===== config.mk =====
export PLATFORM = sky130hd
export DESIGN_NAME = lpc_cycle_target
export DESIGN_NICKNAME = d
export VERILOG_FILES = /design/src/rtl/lpc_tgt_pkg.sv /design/src/rtl/lpc_win_match.sv /design/src/rtl/lpc_sync_pacer.sv /design/src/rtl/lpc_nib_collect.sv /design/src/rtl/lpc_cycle_target.sv
export SDC_FILE = /design/constraint.sdc
export NUM_CORES = 1
export LEC_CHECK = 0
export BUFFER_PORTS_ARGS = -buffer_cell sky130_fd_sc_hd__buf_4
export CAP_MARGIN = 25
export CORE_UTILIZATION = 30
export DETAILED_ROUTE_END_ITERATION = 6
export GPL_TIMING_DRIVEN = 0
export PLACE_DENSITY = 0.58
export REMOVE_ABC_BUFFERS = 1
export SLEW_MARGIN = 15
export SYNTH_ARGS = -nofsm -noshare
export SYNTH_HDL_FRONTEND = slang
export SYNTH_HIERARCHICAL = 1
export SYNTH_SLANG_ARGS = --single-unit

===== constraint.sdc =====
create_clock -name clk -period 1.75 [get_ports clk]
set_input_delay 0.0875 -clock clk [delete_from_list [all_inputs] [get_ports clk]]
set_output_delay 0.0875 -clock clk [all_outputs]
set_load 0.03 [all_outputs]

===== src/rtl/lpc_tgt_pkg.sv =====
package lpc_tgt_pkg;

    typedef enum logic [3:0] {
        ST_IDLE,
        ST_CTYPE,
        ST_ADDR,
        ST_DCHAN,
        ST_DSIZE,
        ST_HDATA,
        ST_HTAR,
        ST_SYNC,
        ST_DDATA,
        ST_DTAR_DRV,
        ST_DTAR_REL
    } lpc_state_e;

    localparam logic [3:0] NIB_START      = 4'b0000;
    localparam logic [3:0] KIND_IO_RD     = 4'b0000;
    localparam logic [3:0] KIND_IO_WR     = 4'b0010;
    localparam logic [3:0] KIND_DMA_TODEV = 4'b1000;
    localparam logic [3:0] KIND_DMA_TOHST = 4'b1010;
    localparam logic [3:0] SYNC_READY     = 4'b0000;
    localparam logic [3:0] SYNC_SHORT     = 4'b0101;
    localparam logic [3:0] NIB_TURN       = 4'b1111;
    localparam logic [3:0] SIZE_ONE_BYTE  = 4'b0000;

endpackage


===== src/rtl/lpc_win_match.sv =====
module lpc_win_match #(
    parameter int          ADDR_W = 16,
    parameter int unsigned BASE   = 32'h0000_0360,
    parameter int unsigned SIZE   = 16
) (
    input  logic [ADDR_W-1:0] addr,
    output logic              hit
);
    localparam logic [ADDR_W:0] LO = (ADDR_W+1)'(BASE);
    localparam logic [ADDR_W:0] HI = (ADDR_W+1)'(BASE + SIZE);

    logic [ADDR_W:0] wide;

    always_comb begin
        wide = {1'b0, addr};
        hit  = (wide >= LO) && (wide < HI);
    end
endmodule


===== src/rtl/lpc_sync_pacer.sv =====
module lpc_sync_pacer #(
    parameter int WAITS = 2
) (
    input  logic clk,
    input  logic rst_n,
    input  logic active,
    output logic ready
);
    localparam int CW = (WAITS < 1) ? 1 : $clog2(WAITS + 1);

    logic [CW-1:0] cnt;

    assign ready = (cnt == CW'(WAITS));

    always_ff @(posedge clk or negedge rst_n) begin
        if (!rst_n) begin
            cnt <= '0;
        end else if (!active) begin
            cnt <= '0;
        end else if (!ready) begin
            cnt <= cnt + CW'(1);
        end
    end
endmodule


===== src/rtl/lpc_nib_collect.sv =====
module lpc_nib_collect #(
    parameter int ADDR_W = 16,
    parameter int DATA_W = 8
) (
    input  logic              clk,
    input  logic              rst_n,
    input  logic              addr_shift,
    input  logic              data_shift,
    input  logic              data_load,
    input  logic [3:0]        nib_in,
    input  logic [DATA_W-1:0] load_val,
    output logic [ADDR_W-1:0] addr,
    output logic [DATA_W-1:0] data
);
    always_ff @(posedge clk or negedge rst_n) begin
        if (!rst_n) begin
            addr <= '0;
            data <= '0;
        end else begin
            if (addr_shift) begin
                addr <= {addr[ADDR_W-5:0], nib_in};
            end
            if (data_load) begin
                data <= load_val;
            end else if (data_shift) begin
                data <= {nib_in, data[DATA_W-1:4]};
            end
        end
    end
endmodule


===== src/rtl/lpc_cycle_target.sv =====
module lpc_cycle_target
    import lpc_tgt_pkg::*;
#(
    parameter int unsigned WIN_BASE   = 32'h0000_0360,
    parameter int unsigned WIN_SIZE   = 16,
    parameter int          WAIT_SYNCS = 2
) (
    input  logic        clk,
    input  logic        rst_n,
    input  logic        frame_n,
    input  logic [3:0]  lad_in,
    output logic [3:0]  lad_out,
    output logic        lad_oe,
    output logic [15:0] reg_addr,
    output logic [7:0]  reg_wdata,
    output logic        reg_wr,
    output logic        reg_rd,
    input  logic [7:0]  reg_rdata,
    output logic [2:0]  chn_id,
    output logic        chn_tc,
    output logic [7:0]  chn_wdata,
    output logic        chn_put,
    output logic        chn_get,
    input  logic [7:0]  chn_rdata
);
    localparam int ADDR_W    = 16;
    localparam int DATA_W    = 8;
    localparam int ADDR_NIBS = ADDR_W / 4;
    localparam int DATA_NIBS = DATA_W / 4;
    localparam int CNT_W     = $clog2(ADDR_NIBS);

    lpc_state_e        state, nxt;
    logic [CNT_W-1:0]  cnt, cnt_nxt;
    logic              is_dma, to_dev;
    logic [2:0]        chan_q;
    logic              tc_q;

    logic [ADDR_W-1:0] addr_q, addr_peek;
    logic [DATA_W-1:0] data_q;
    logic              win_hit;
    logic              sync_ready;
    logic              addr_shift, data_shift, data_load;

    assign addr_peek = {addr_q[ADDR_W-5:0], lad_in};

    lpc_win_match #(
        .ADDR_W (ADDR_W),
        .BASE   (WIN_BASE),
        .SIZE   (WIN_SIZE)
    ) u_win (
        .addr (addr_peek),
        .hit  (win_hit)
    );

    lpc_sync_pacer #(
        .WAITS (WAIT_SYNCS)
    ) u_pacer (
        .clk    (clk),
        .rst_n  (rst_n),
        .active (state == ST_SYNC),
        .ready  (sync_ready)
    );

    lpc_nib_collect #(
        .ADDR_W (ADDR_W),
        .DATA_W (DATA_W)
    ) u_collect (
        .clk        (clk),
        .rst_n      (rst_n),
        .addr_shift (addr_shift),
        .data_shift (data_shift),
        .data_load  (data_load),
        .nib_in     (lad_in),
        .load_val   (is_dma ? chn_rdata : reg_rdata),
        .addr       (addr_q),
        .data       (data_q)
    );

    // State register together with the per-cycle attributes it latches.
    always_ff @(posedge clk or negedge rst_n) begin
        if (!rst_n) begin
            state  <= ST_IDLE;
            cnt    <= '0;
            is_dma <= 1'b0;
            to_dev <= 1'b0;
            chan_q <= '0;
            tc_q   <= 1'b0;
        end else begin
            state <= nxt;
            cnt   <= cnt_nxt;
            if (state == ST_CTYPE) begin
                is_dma <= lad_in[3];
                to_dev <= lad_in[3] ? ~lad_in[1] : lad_in[1];
            end
            if (state == ST_DCHAN) begin
                chan_q <= lad_in[2:0];
                tc_q   <= lad_in[3];
            end
        end
    end

    // Next-state decision; a low frame strobe overrides every state.
    always_comb begin
        nxt     = state;
        cnt_nxt = cnt;
        unique case (state)
            ST_IDLE: begin
                nxt = ST_IDLE;
            end
            ST_CTYPE: begin
                cnt_nxt = '0;
                if (lad_in == KIND_IO_RD || lad_in == KIND_IO_WR) begin
                    nxt = ST_ADDR;
                end else if (lad_in == KIND_DMA_TODEV || lad_in == KIND_DMA_TOHST) begin
                    nxt = ST_DCHAN;
                end else begin
                    nxt = ST_IDLE;
                end
            end
            ST_ADDR: begin
                if (cnt == CNT_W'(ADDR_NIBS - 1)) begin
                    cnt_nxt = '0;
                    if (win_hit) begin
                        nxt = to_dev ? ST_HDATA : ST_HTAR;
                    end else begin
                        nxt = ST_IDLE;
                    end
                end else begin
                    cnt_nxt = cnt + CNT_W'(1);
                end
            end
            ST_DCHAN: begin
                nxt = ST_DSIZE;
            end
            ST_DSIZE: begin
                cnt_nxt = '0;
                if (lad_in == SIZE_ONE_BYTE) begin
                    nxt = to_dev ? ST_HDATA : ST_HTAR;
                end else begin
                    nxt = ST_IDLE;
                end
            end
            ST_HDATA: begin
                if (cnt == CNT_W'(DATA_NIBS - 1)) begin
                    cnt_nxt = '0;
                    nxt     = ST_HTAR;
                end else begin
                    cnt_nxt = cnt + CNT_W'(1);
                end
            end
            ST_HTAR: begin
                if (cnt == CNT_W'(1)) begin
                    cnt_nxt = '0;
                    nxt     = ST_SYNC;
                end else begin
                    cnt_nxt = cnt + CNT_W'(1);
                end
            end
            ST_SYNC: begin
                cnt_nxt = '0;
                if (sync_ready) begin
                    nxt = to_dev ? ST_DTAR_DRV : ST_DDATA;
                end
            end
            ST_DDATA: begin
                if (cnt == CNT_W'(DATA_NIBS - 1)) begin
                    cnt_nxt = '0;
                    nxt     = ST_DTAR_DRV;
                end else begin
                    cnt_nxt = cnt + CNT_W'(1);
                end
            end
            ST_DTAR_DRV: begin
                nxt = ST_DTAR_REL;
            end
            ST_DTAR_REL: begin
                nxt = ST_IDLE;
            end
            default: begin
                nxt     = ST_IDLE;
                cnt_nxt = '0;
            end
        endcase
        if (!frame_n) begin
            nxt     = (lad_in == NIB_START) ? ST_CTYPE : ST_IDLE;
            cnt_nxt = '0;
        end
    end

    // Outputs as a function of the present state.
    always_comb begin
        lad_oe     = 1'b0;
        lad_out    = NIB_TURN;
        reg_wr     = 1'b0;
        reg_rd     = 1'b0;
        chn_put    = 1'b0;
        chn_get    = 1'b0;
        addr_shift = (state == ST_ADDR);
        data_shift = (state == ST_HDATA);
        data_load  = 1'b0;
        unique case (state)
            ST_SYNC: begin
                lad_oe  = 1'b1;
                lad_out = sync_ready ? SYNC_READY : SYNC_SHORT;
                if (sync_ready) begin
                    reg_wr    = !is_dma &&  to_dev;
                    reg_rd    = !is_dma && !to_dev;
                    chn_put   =  is_dma &&  to_dev;
                    chn_get   =  is_dma && !to_dev;
                    data_load = !to_dev;
                end
            end
            ST_DDATA: begin
                lad_oe  = 1'b1;
                lad_out = (cnt == '0) ? data_q[3:0] : data_q[7:4];
            end
            ST_DTAR_DRV: begin
                lad_oe  = 1'b1;
                lad_out = NIB_TURN;
            end
            default: begin
                lad_oe = 1'b0;
            end
        endcase
    end

    assign reg_addr  = addr_q;
    assign reg_wdata = data_q;
    assign chn_wdata = data_q;
    assign chn_id    = chan_q;
    assign chn_tc    = tc_q;

endmodule


Word-level counts from Yosys, hierarchy flattened
Index checks and enable logic that the tools add are counted.

operators by class
  add/subtract/negate cells = 2
  muxes and demuxes = 38
  reduce and logical (&&, ||, !) cells = 17
  magnitude comparators = 2
  bitwise operators = 1
  equal/unequal tests = 23

operators by type and width
  cell                  count
  $pmux 4 s9            1
  $mux 4                7
  $mux 8                3
  $eq 4x4->1 const B    5
  $eq 4x3->1 const B    4
  $ge 16x10->1 const B  1
  $lt 16x10->1 const B  1
  $mux 2                8
  $mux 1                14
  $eq 4x2->1 const B    3
  $mux 3                3
  $ne 3x3->1 const B    3
  $logic_not 4->1       2
  $pmux 4 s2            1
  $ne 3x2->1 const B    2
  $pmux 2 s3            1
  $reduce_or 3->1       2
  $logic_and 1x1->1     5
  $reduce_and 5->1      1
  $add 2x1->2 const B   2
  $eq 2x2->1 const B    2
  $eq 4x1->1 const B    1
  $ne 2x2->1 const B    2
  $reduce_or 4->1       1
  other kinds (6)       8

storage, ports and cells
  bits of input ports = 23
  word-level logic and storage cells = 92
  output and inout port bits = 45
  flip-flop bits (word level) = 38

Longest topological paths before layout
Gate-level depths: netlist of run 1.

  word-level depth = 6
  depth in mapped cells = 8
  depth with buffers taken out = 7

Hierarchy
Netlist of run 1, hierarchy kept.

by module, submodules not included
  module            instances  sequential area each (um2)  cells an instance  area an instance (um2)
  lpc_cycle_target  1          300.3                       124                1147.4
  lpc_nib_collect   1          600.6                       68                 1012.2
  lpc_sync_pacer    1          50.0                        9                  102.6
  lpc_win_match     1          0.0                         4                  46.3

Worst setup path before layout of run 1
OpenSTA, ideal clock, no wires.

  kind = reg2out
  from = reg state[3]
  to = out chn_get
  data required time = 1662 ps
  arrival time = 1684 ps
  path buffers = 0
  slack = -21 ps
  stages on the path, launching flop included = 6
  cell sequence = dfrtp_1 -> nor2b_2 -> nand3_1 -> inv_2 -> nand2_1 -> nor3_1

between the ends
  longest elaborated chain between the ends = 2

ends and longest elaborated chain
  item                    RTL line                 RTL
  from (decl)             lpc_cycle_target.sv:32   lpc_state_e state, nxt;
  from (signal assigned)  lpc_cycle_target.sv:89   state <= nxt;
  $eq 4x3->1              lpc_cycle_target.sv:201  unique case (state)
  $mux 1                  lpc_cycle_target.sv:201
  to (decl)               lpc_cycle_target.sv:23   output logic chn_get,

Every way passes these cells.

Worst setup path after layout of run 1
  from = reg state[1]
  to = reg state[2]

between the ends
  longest elaborated chain between the ends = 3
  elaborated cells on any way between the ends = 17
  those cells by class = eq/ne (14); mux (2); reduce/logical (1)

ends and longest elaborated chain
  item                                               RTL line                 RTL
  $eq 4x4->1, or another cell as far along           lpc_cycle_target.sv:106  unique case (state)
  $pmux 4 s9, or another cell as far along           lpc_cycle_target.sv:106
  $mux 4 / $reduce_and 5->1 (equally long branches)  n/a

Parallel ways exist; a longest one is shown, timed or not.
A chain may end at the register's enable or synchronous reset.

==> results of run 1 <==
==> stage by stage <==
stage,hold WS (ns),power (uW),instances
floorplan,-0.208,997,187
global placement,0.0907,1080,353
detailed placement,0.0859,1080,354
CTS,0.0797,1860,376
global route,0.0771,1920,387
finish,0.0881,1840,387
==> layer usage <==
| layer | vias up | GRT usage (%) | share of wire (%) | wire length, um |
|---|---|---|---|---|
| li1 | 880 | - | - | - |
| met1 | 935 | 18.2 | 44 | 2570 |
| met2 | 39 | 24.9 | 52 | 2980 |
| met3 | 4 | 3.05 | 3.4 | 199 |
| met4 | 0 | 3.42 | 0.64 | 37 |
| met5 | - | 0 | 0 | 0 |
==> registers in the layout, summed over array words and instances (netlist names) <==
| signal | cells |
|---|---|
| chn_id | 3 |
| u_collect/addr | 16 |
| state | 4 |
| is_dma | 1 |
| u_pacer/cnt | 2 |
| cnt | 2 |
| u_collect/data | 8 |
| chn_tc | 1 |
| to_dev | 1 |
==> worst min-delay path, stage by stage <==
cell     delay [ns]
buf_4          0.14
nand3_1        0.07
nand2_1        0.04
==> repair_timing <==
item / 4_1_cts / 5_1_grt
gates cloned: 0 / 1
buffers inserted: 14 / 10
resized for setup: 14 / 25
hold buffers: 1 / 0
setup endpoints to repair: 37 / 28
hold endpoints to repair: 38 / 0
pin swaps: 1 / 10
==> path summary, 6_finish.rpt <==
| path | start | end |
|---|---|---|
| min in group asynchronous | rst_n | state[1] |
| max | state[1] | state[2] |
| max in group asynchronous | rst_n | u_collect/addr[0] |
| min | frame_n | cnt[0] |
| min reg2reg | chn_id[1] | chn_id[1] |
| max reg2reg | state[1] | state[2] |
==> placed cells by master, fill, tap and decap left out, types with 3 or more instances in the layout <==
cell,count
dfrtp_2,5
nor3_2,4
mux2i_1,12
xor2_1,4
clkbuf_8,6
nand2_1,18
nand3_1,4
ha_1,3
mux2_2,18
inv_1,4
nor2_1,6
mux2_4,13
a21oi_1,3
dfrtp_1,33
o21ai_0,14
buf_4,87
nor4b_4,3
==> layout make-up <==
class	count	area, um2	share of cell area (%)
multi-input cells	142	1320	39.9
well taps	99	124	3.75
repair buffers	94	761	23.1
inverters	7	28.8	0.872
flip-flops and latches	38	957	29.0
clock buffers	6	82.6	2.50
clock inverters	1	30.0	0.910
==> power by group <==
group	switching (uW)	internal [uW]	total (uW)	leakage (uW)
clock	302	456	758	0.0000573
combinational	68.0	84.3	152	0.000986
sequential	41.9	889	931	0.000498
==> cell families after synthesis <==
kind of cell	count (synthesis)	share of synthesized area, %
flops	38	41.2
simple gates	58	15.3
fa+ha+maj	5	2.71
buf+inv	25	7.32
xor+xnor	5	1.90
mux	43	22.4
compound gates	31	9.16
==> run_results.csv, run 1 <==
group,metric,value,unit
status,status,"finished with violations",
cells_and_area,post-route-util,45.0,%
grt,grt_usage,14.4,%
cts,cts.sinks,38,
route,antenna_left,0,
cells_and_area,final_area,3300,um2
power_and_ir_drop,leakage,0.00154,uW
critical_path,r2r_slack,-0.02,ns
grt,grt_overflow,0,
sta,slew_headroom,62.4,%
synth,synth_top_flop_cell,"dfrtp_1",
die,ios,68,
place,postPlaceCellArea,2810,um2
route,dr.pass1.iters,4,
sta,tns,-0.0700,ns
worst_hold_path,holdPathStages,3,
sta,hold_viol,0,
critical_path,cp-end-kind,"register",
synth,ys_types,47,
critical_path,crit_path_cell_trace,"xor2_1, a32oi_2, o21ai_4, o21ai_4, mux2_4",
cells_and_area,finalNetCount,316,
synth,synth_commonest_cells,"38 x dfrtp_1, 19 x nand2_1, 18 x mux2_2",
critical_path,cpLargestDelayFamily,"compound AO/OA/AOI/OAI gates",
synth,yosys.area.top_type,"dfrtp_1",
synth,synth_top_area_share,41.2,%
critical_path,required,1.92,ns
critical_path,path_common_cell,"o21ai_4",
cts,cts_max_level,2,
critical_path,arrival,1.94,ns
critical_path,r2r_cells,5,
synth,synth_top_cells_by_area,"dfrtp_1 41%, mux2_2 8.8%, mux2_4 8.5%, mux2i_1 5.2%, buf_4 3.6%",
sta,fmax,564,MHz
status,failed_checks,"negative setup slack",
place,post-place-ws,-0.949,ns
power_and_ir_drop,max-vdd-ir-drop,0.320,mV
critical_path,worstPathMaxFanout,8,
route,wl,5790,um
synth,synth_most_common_cell,"dfrtp_1",
power_and_ir_drop,power.density,558,nW/um2
critical_path,path_buf_inv,0,
cells_and_area,n_fill_cell,716,
sta,finClkSkew,0.00820,ns
sta,setup_violations,5,
sta,timing.final.ws_setup,-0.0227,ns
die,initial_utilization,31.5,%
cells_and_area,syn2layout_area_growth,42.9,%
cts,cts_tree,"built",
grt,antenna_found_initial,0,
die,fp-row-count,31,
cells_and_area,drive_above_1_share,56.9,%
synth,synth_edf_count,0,
sta,rsz0062_at_grt,"true",
cts,clock_latency,0.29,ns
die,die_h,89.7,um
cts,cts_root_buf,"clkbuf_8",
grt,grt_pass1_vias,1870,
die,coreArea,7330,um2
sta,drv_slew,0,
job,drv_cap,0,
sta,fin_crit,1.77,ns
critical_path,cpPeakStageDelay,0.47,ns
place,dpl.hpwl,3800,um
route,via_per_inst,4.80,
sta,fin_crit_sh,101,%
cts,clockBufferDepth,2,
die,die_w,89.7,um
synth,seq_area_frac_synth,41.2,%
cells_and_area,antenna_cells,0,
critical_path,critPathSlowestCell,"dfrtp_2",
grt,grt_max_degree,39,
critical_path,path_depth,5,
synth,avgSynthCellArea,11.3,um2
cts,cts_inserted_buffers,5,
sta,worst_pin_slew,0.558,ns
synth,ys_ff_latch,38,
synth,syn_area,2310,um2
worst_hold_path,hold_class,"in -> reg",
route,avgRoutedWirePerCell,15.0,um
route,vias,1858,
grt,grt_pass1_wl,9360,um
synth,ys.warnings.count,6,
synth,ys_async_sr_fraction,100,%
place,numPortBuffers,67,
cts,clkTransAtPathRegs,0.08,ns
critical_path,cp-start-kind,"register",
route,drc,0,
critical_path,path_class,"reg -> reg",
die,dieArea,8050,um2
route,drt_iter0_markers,60,
synth,postSynthCellCount,205,
place,place.gp.congestion,0.773,
Power figures use the tool's default switching activity.
==> inputs of run 2 (changes only) <==
--- a/config.mk
+++ b/config.mk
@@ -9,7 +9,6 @@
 export CAP_MARGIN = 25
 export CORE_UTILIZATION = 30
 export DETAILED_ROUTE_END_ITERATION = 6
-export GPL_TIMING_DRIVEN = 0
 export PLACE_DENSITY = 0.58
 export REMOVE_ABC_BUFFERS = 1
 export SLEW_MARGIN = 15
==> run 2 against run 1 <==
Effect of this change:
- the flow still finishes with violations (negative setup slack)
- critical path type unchanged
- clock-buffer cell count unchanged
- hold slack got worse by 0.012 ns
- core utilization shrank 0.67 points
==> run_results.csv, run 2 (synthesized netlist as in run 1, its figures left out) <==
group,metric,value,unit
critical_path,cp-end-kind,"register",
cells_and_area,final_common_cell,"buf_4",
cells_and_area,top_regs,"u_collect/addr x16, u_collect/data x8, state x4",
sta,slew_headroom,64.0,%
sta,fin_crit,1.76,ns
cells_and_area,regMostFlops,"u_collect/addr",
power_and_ir_drop,p_total,1670,uW
sta,fin_crit_sh,100,%
cts,clock_latency,0.29,ns
cells_and_area,layout_common_cells,"88 x buf_4, 34 x dfrtp_1, 18 x mux2_2, 18 x nand2_1, 14 x o21ai_0",
critical_path,cp-start-kind,"register",
die,initial_utilization,31.5,%
status,status,"finished with violations",
grt,grt_usage,13.9,%
sta,whs,0.0759,ns
route,antenna_left,0,
critical_path,required,1.92,ns
power_and_ir_drop,p_seq_share,55.8,%
power_and_ir_drop,power.density,513,nW/um2
critical_path,path_class,"reg -> reg",
worst_hold_path,hold_class,"in -> reg",
sta,drv_slew,0,
critical_path,crit_path_cell_trace,"inv_1, ha_4, inv_1, a32oi_2, o21ai_4, o21ai_4, mux2_4",
grt,grt_pass1_vias,1759,
cts,cts_tree,"built",
place,numPortBuffers,67,
critical_path,arrival,1.93,ns
route,dr.pass1.iters,4,
cts,cts_max_level,2,
power_and_ir_drop,p_sw,418,uW
route,via_per_inst,4.70,
die,die_h,89.7,um
job,drv_cap,0,
cts,clockBufferDepth,2,
place,place.gp.congestion,0.805,
sta,fmax,569,MHz
critical_path,critPathSlowestCell,"dfrtp_1",
critical_path,cpPeakStageDelay,0.38,ns
sta,setup_violations,1,
critical_path,path_buf_inv,2,
power_and_ir_drop,leakage,0.00152,uW
cts,cts.sinks,38,
power_and_ir_drop,switching_share,25.1,%
sta,worst_pin_slew,0.541,ns
power_and_ir_drop,p_clk_share,34.9,%
die,ios,68,
power_and_ir_drop,pwr-share-comb,9.3,%
route,wl,5670,um
cells_and_area,largest_reg_flops,16,
grt,grt_pass1_wl,8980,um
cts,clkTransAtPathRegs,0.07,ns
die,fp-row-count,31,
cells_and_area,syn2layout_area_growth,40.8,%
power_and_ir_drop,p_int,1250,uW
route,avgRoutedWirePerCell,14.6,um
cells_and_area,post-route-util,44.3,%
route,drt_iter0_markers,132,
power_and_ir_drop,max-vdd-ir-drop,0.215,mV
route,drc,0,
sta,rsz0062_at_grt,"true",
cts,cts_root_buf,"clkbuf_8",
cts,cts_inserted_buffers,5,
critical_path,cpLargestDelayFamily,"compound AO/OA/AOI/OAI gates",
sta,tns,-0.00617,ns
die,dieArea,8050,um2
grt,grt_max_degree,39,
die,die_w,89.7,um
route,vias,1822,
cells_and_area,finalNetCount,317,
grt,antenna_found_initial,0,
sta,finClkSkew,0.00233,ns
critical_path,worstPathMaxFanout,4,
die,coreArea,7330,um2
sta,timing.final.ws_setup,-0.00617,ns
cells_and_area,antenna_cells,0,
grt,grt_overflow,0,
cells_and_area,drive_above_1_share,55.4,%
status,failed_checks,"negative setup slack",
sta,hold_viol,0,
place,dpl.hpwl,3940,um
## run 2: changes by cell type in the layout (fill, tap and decap cells not counted), sizes merged
cell / previous run / this run
clkinvlp: 0 / 1
bufinv: 1 / 0
buf: 92 / 93
## run 2: what timing repair did
| action | CTS | global route |
|---|---|---|
| pin swaps | 1 | 5 |
| endpoints found under the hold margin | 38 | 0 |
| buffers inserted | 6 | 7 |
| hold buffers | 1 | 0 |
| cloned | 0 | 1 |
| endpoints found under the setup margin | 8 | 16 |
| gates resized for setup | 7 | 18 |
## run 2: worst reg2reg max path, cell delays in order, from the launching register on
cell and delay (ns):
dfrtp_1 0.38, inv_1 0.11, ha_4 0.16, inv_1 0.06
a32oi_2 0.26, o21ai_4 0.11, o21ai_4 0.24, mux2_4 0.32
## run 2: power groups by stage
stage	combinational [uW]	clock, uW	sequential, uW
4_1_cts	152	600	926
5_1_grt	173	633	932
3_3_place_gp	149	0	941
3_5_place_dp	146	0	941
2_1_floorplan	66.8	0	931
6_report	155	581	929
## run 2: worst paths after layout
kind	start	slack [ns]	to	depth (start not counted)
hold / removal	lad_in[0]	0.08	chn_id[0]	2
setup / recovery	cnt[1]	-0.006	state[1]	7
hold reg to reg	u_collect/addr[13]	0.51	u_collect/addr[13]	1
setup reg to reg	cnt[1]	-0.006	state[1]	7
max in group asynchronous	rst_n	1.09	state[3]	2
min in group asynchronous	rst_n	0.30	u_collect/addr[11]	2
## run 2: cell type report
type	count	area, um2
fill	692	4080
multi-input combinational	142	1290
sequential	38	956
timing repair buffer	95	778
tap	99	124
clock buffer	6	72.6
inverter	7	26.3
clock inverter	1	7.51
## run 2: per-layer routing
layer  track usage, %  vias to the layer above  part of all wire, %
met2             21.9                       50                   50
li1                 -                      881                    -
met5                0                        -                    0
met3             2.88                        4                  3.9
met1             19.4                      887                   45
met4             3.28                        0                 0.78
## run 2: metrics by stage
| stage | instance area (um2) | setup slack [ns] | instances |
|---|---|---|---|
| final | 3250 | -0.00617 | 388 |
| after global routing | 3250 | -0.0868 | 388 |
| after CTS | 3100 | -0.0105 | 380 |
| after detailed placement | 2940 | 0.0139 | 366 |
| after global placement | 2940 | 0.00396 | 366 |
| after floorplan | 2170 | -0.992 | 187 |
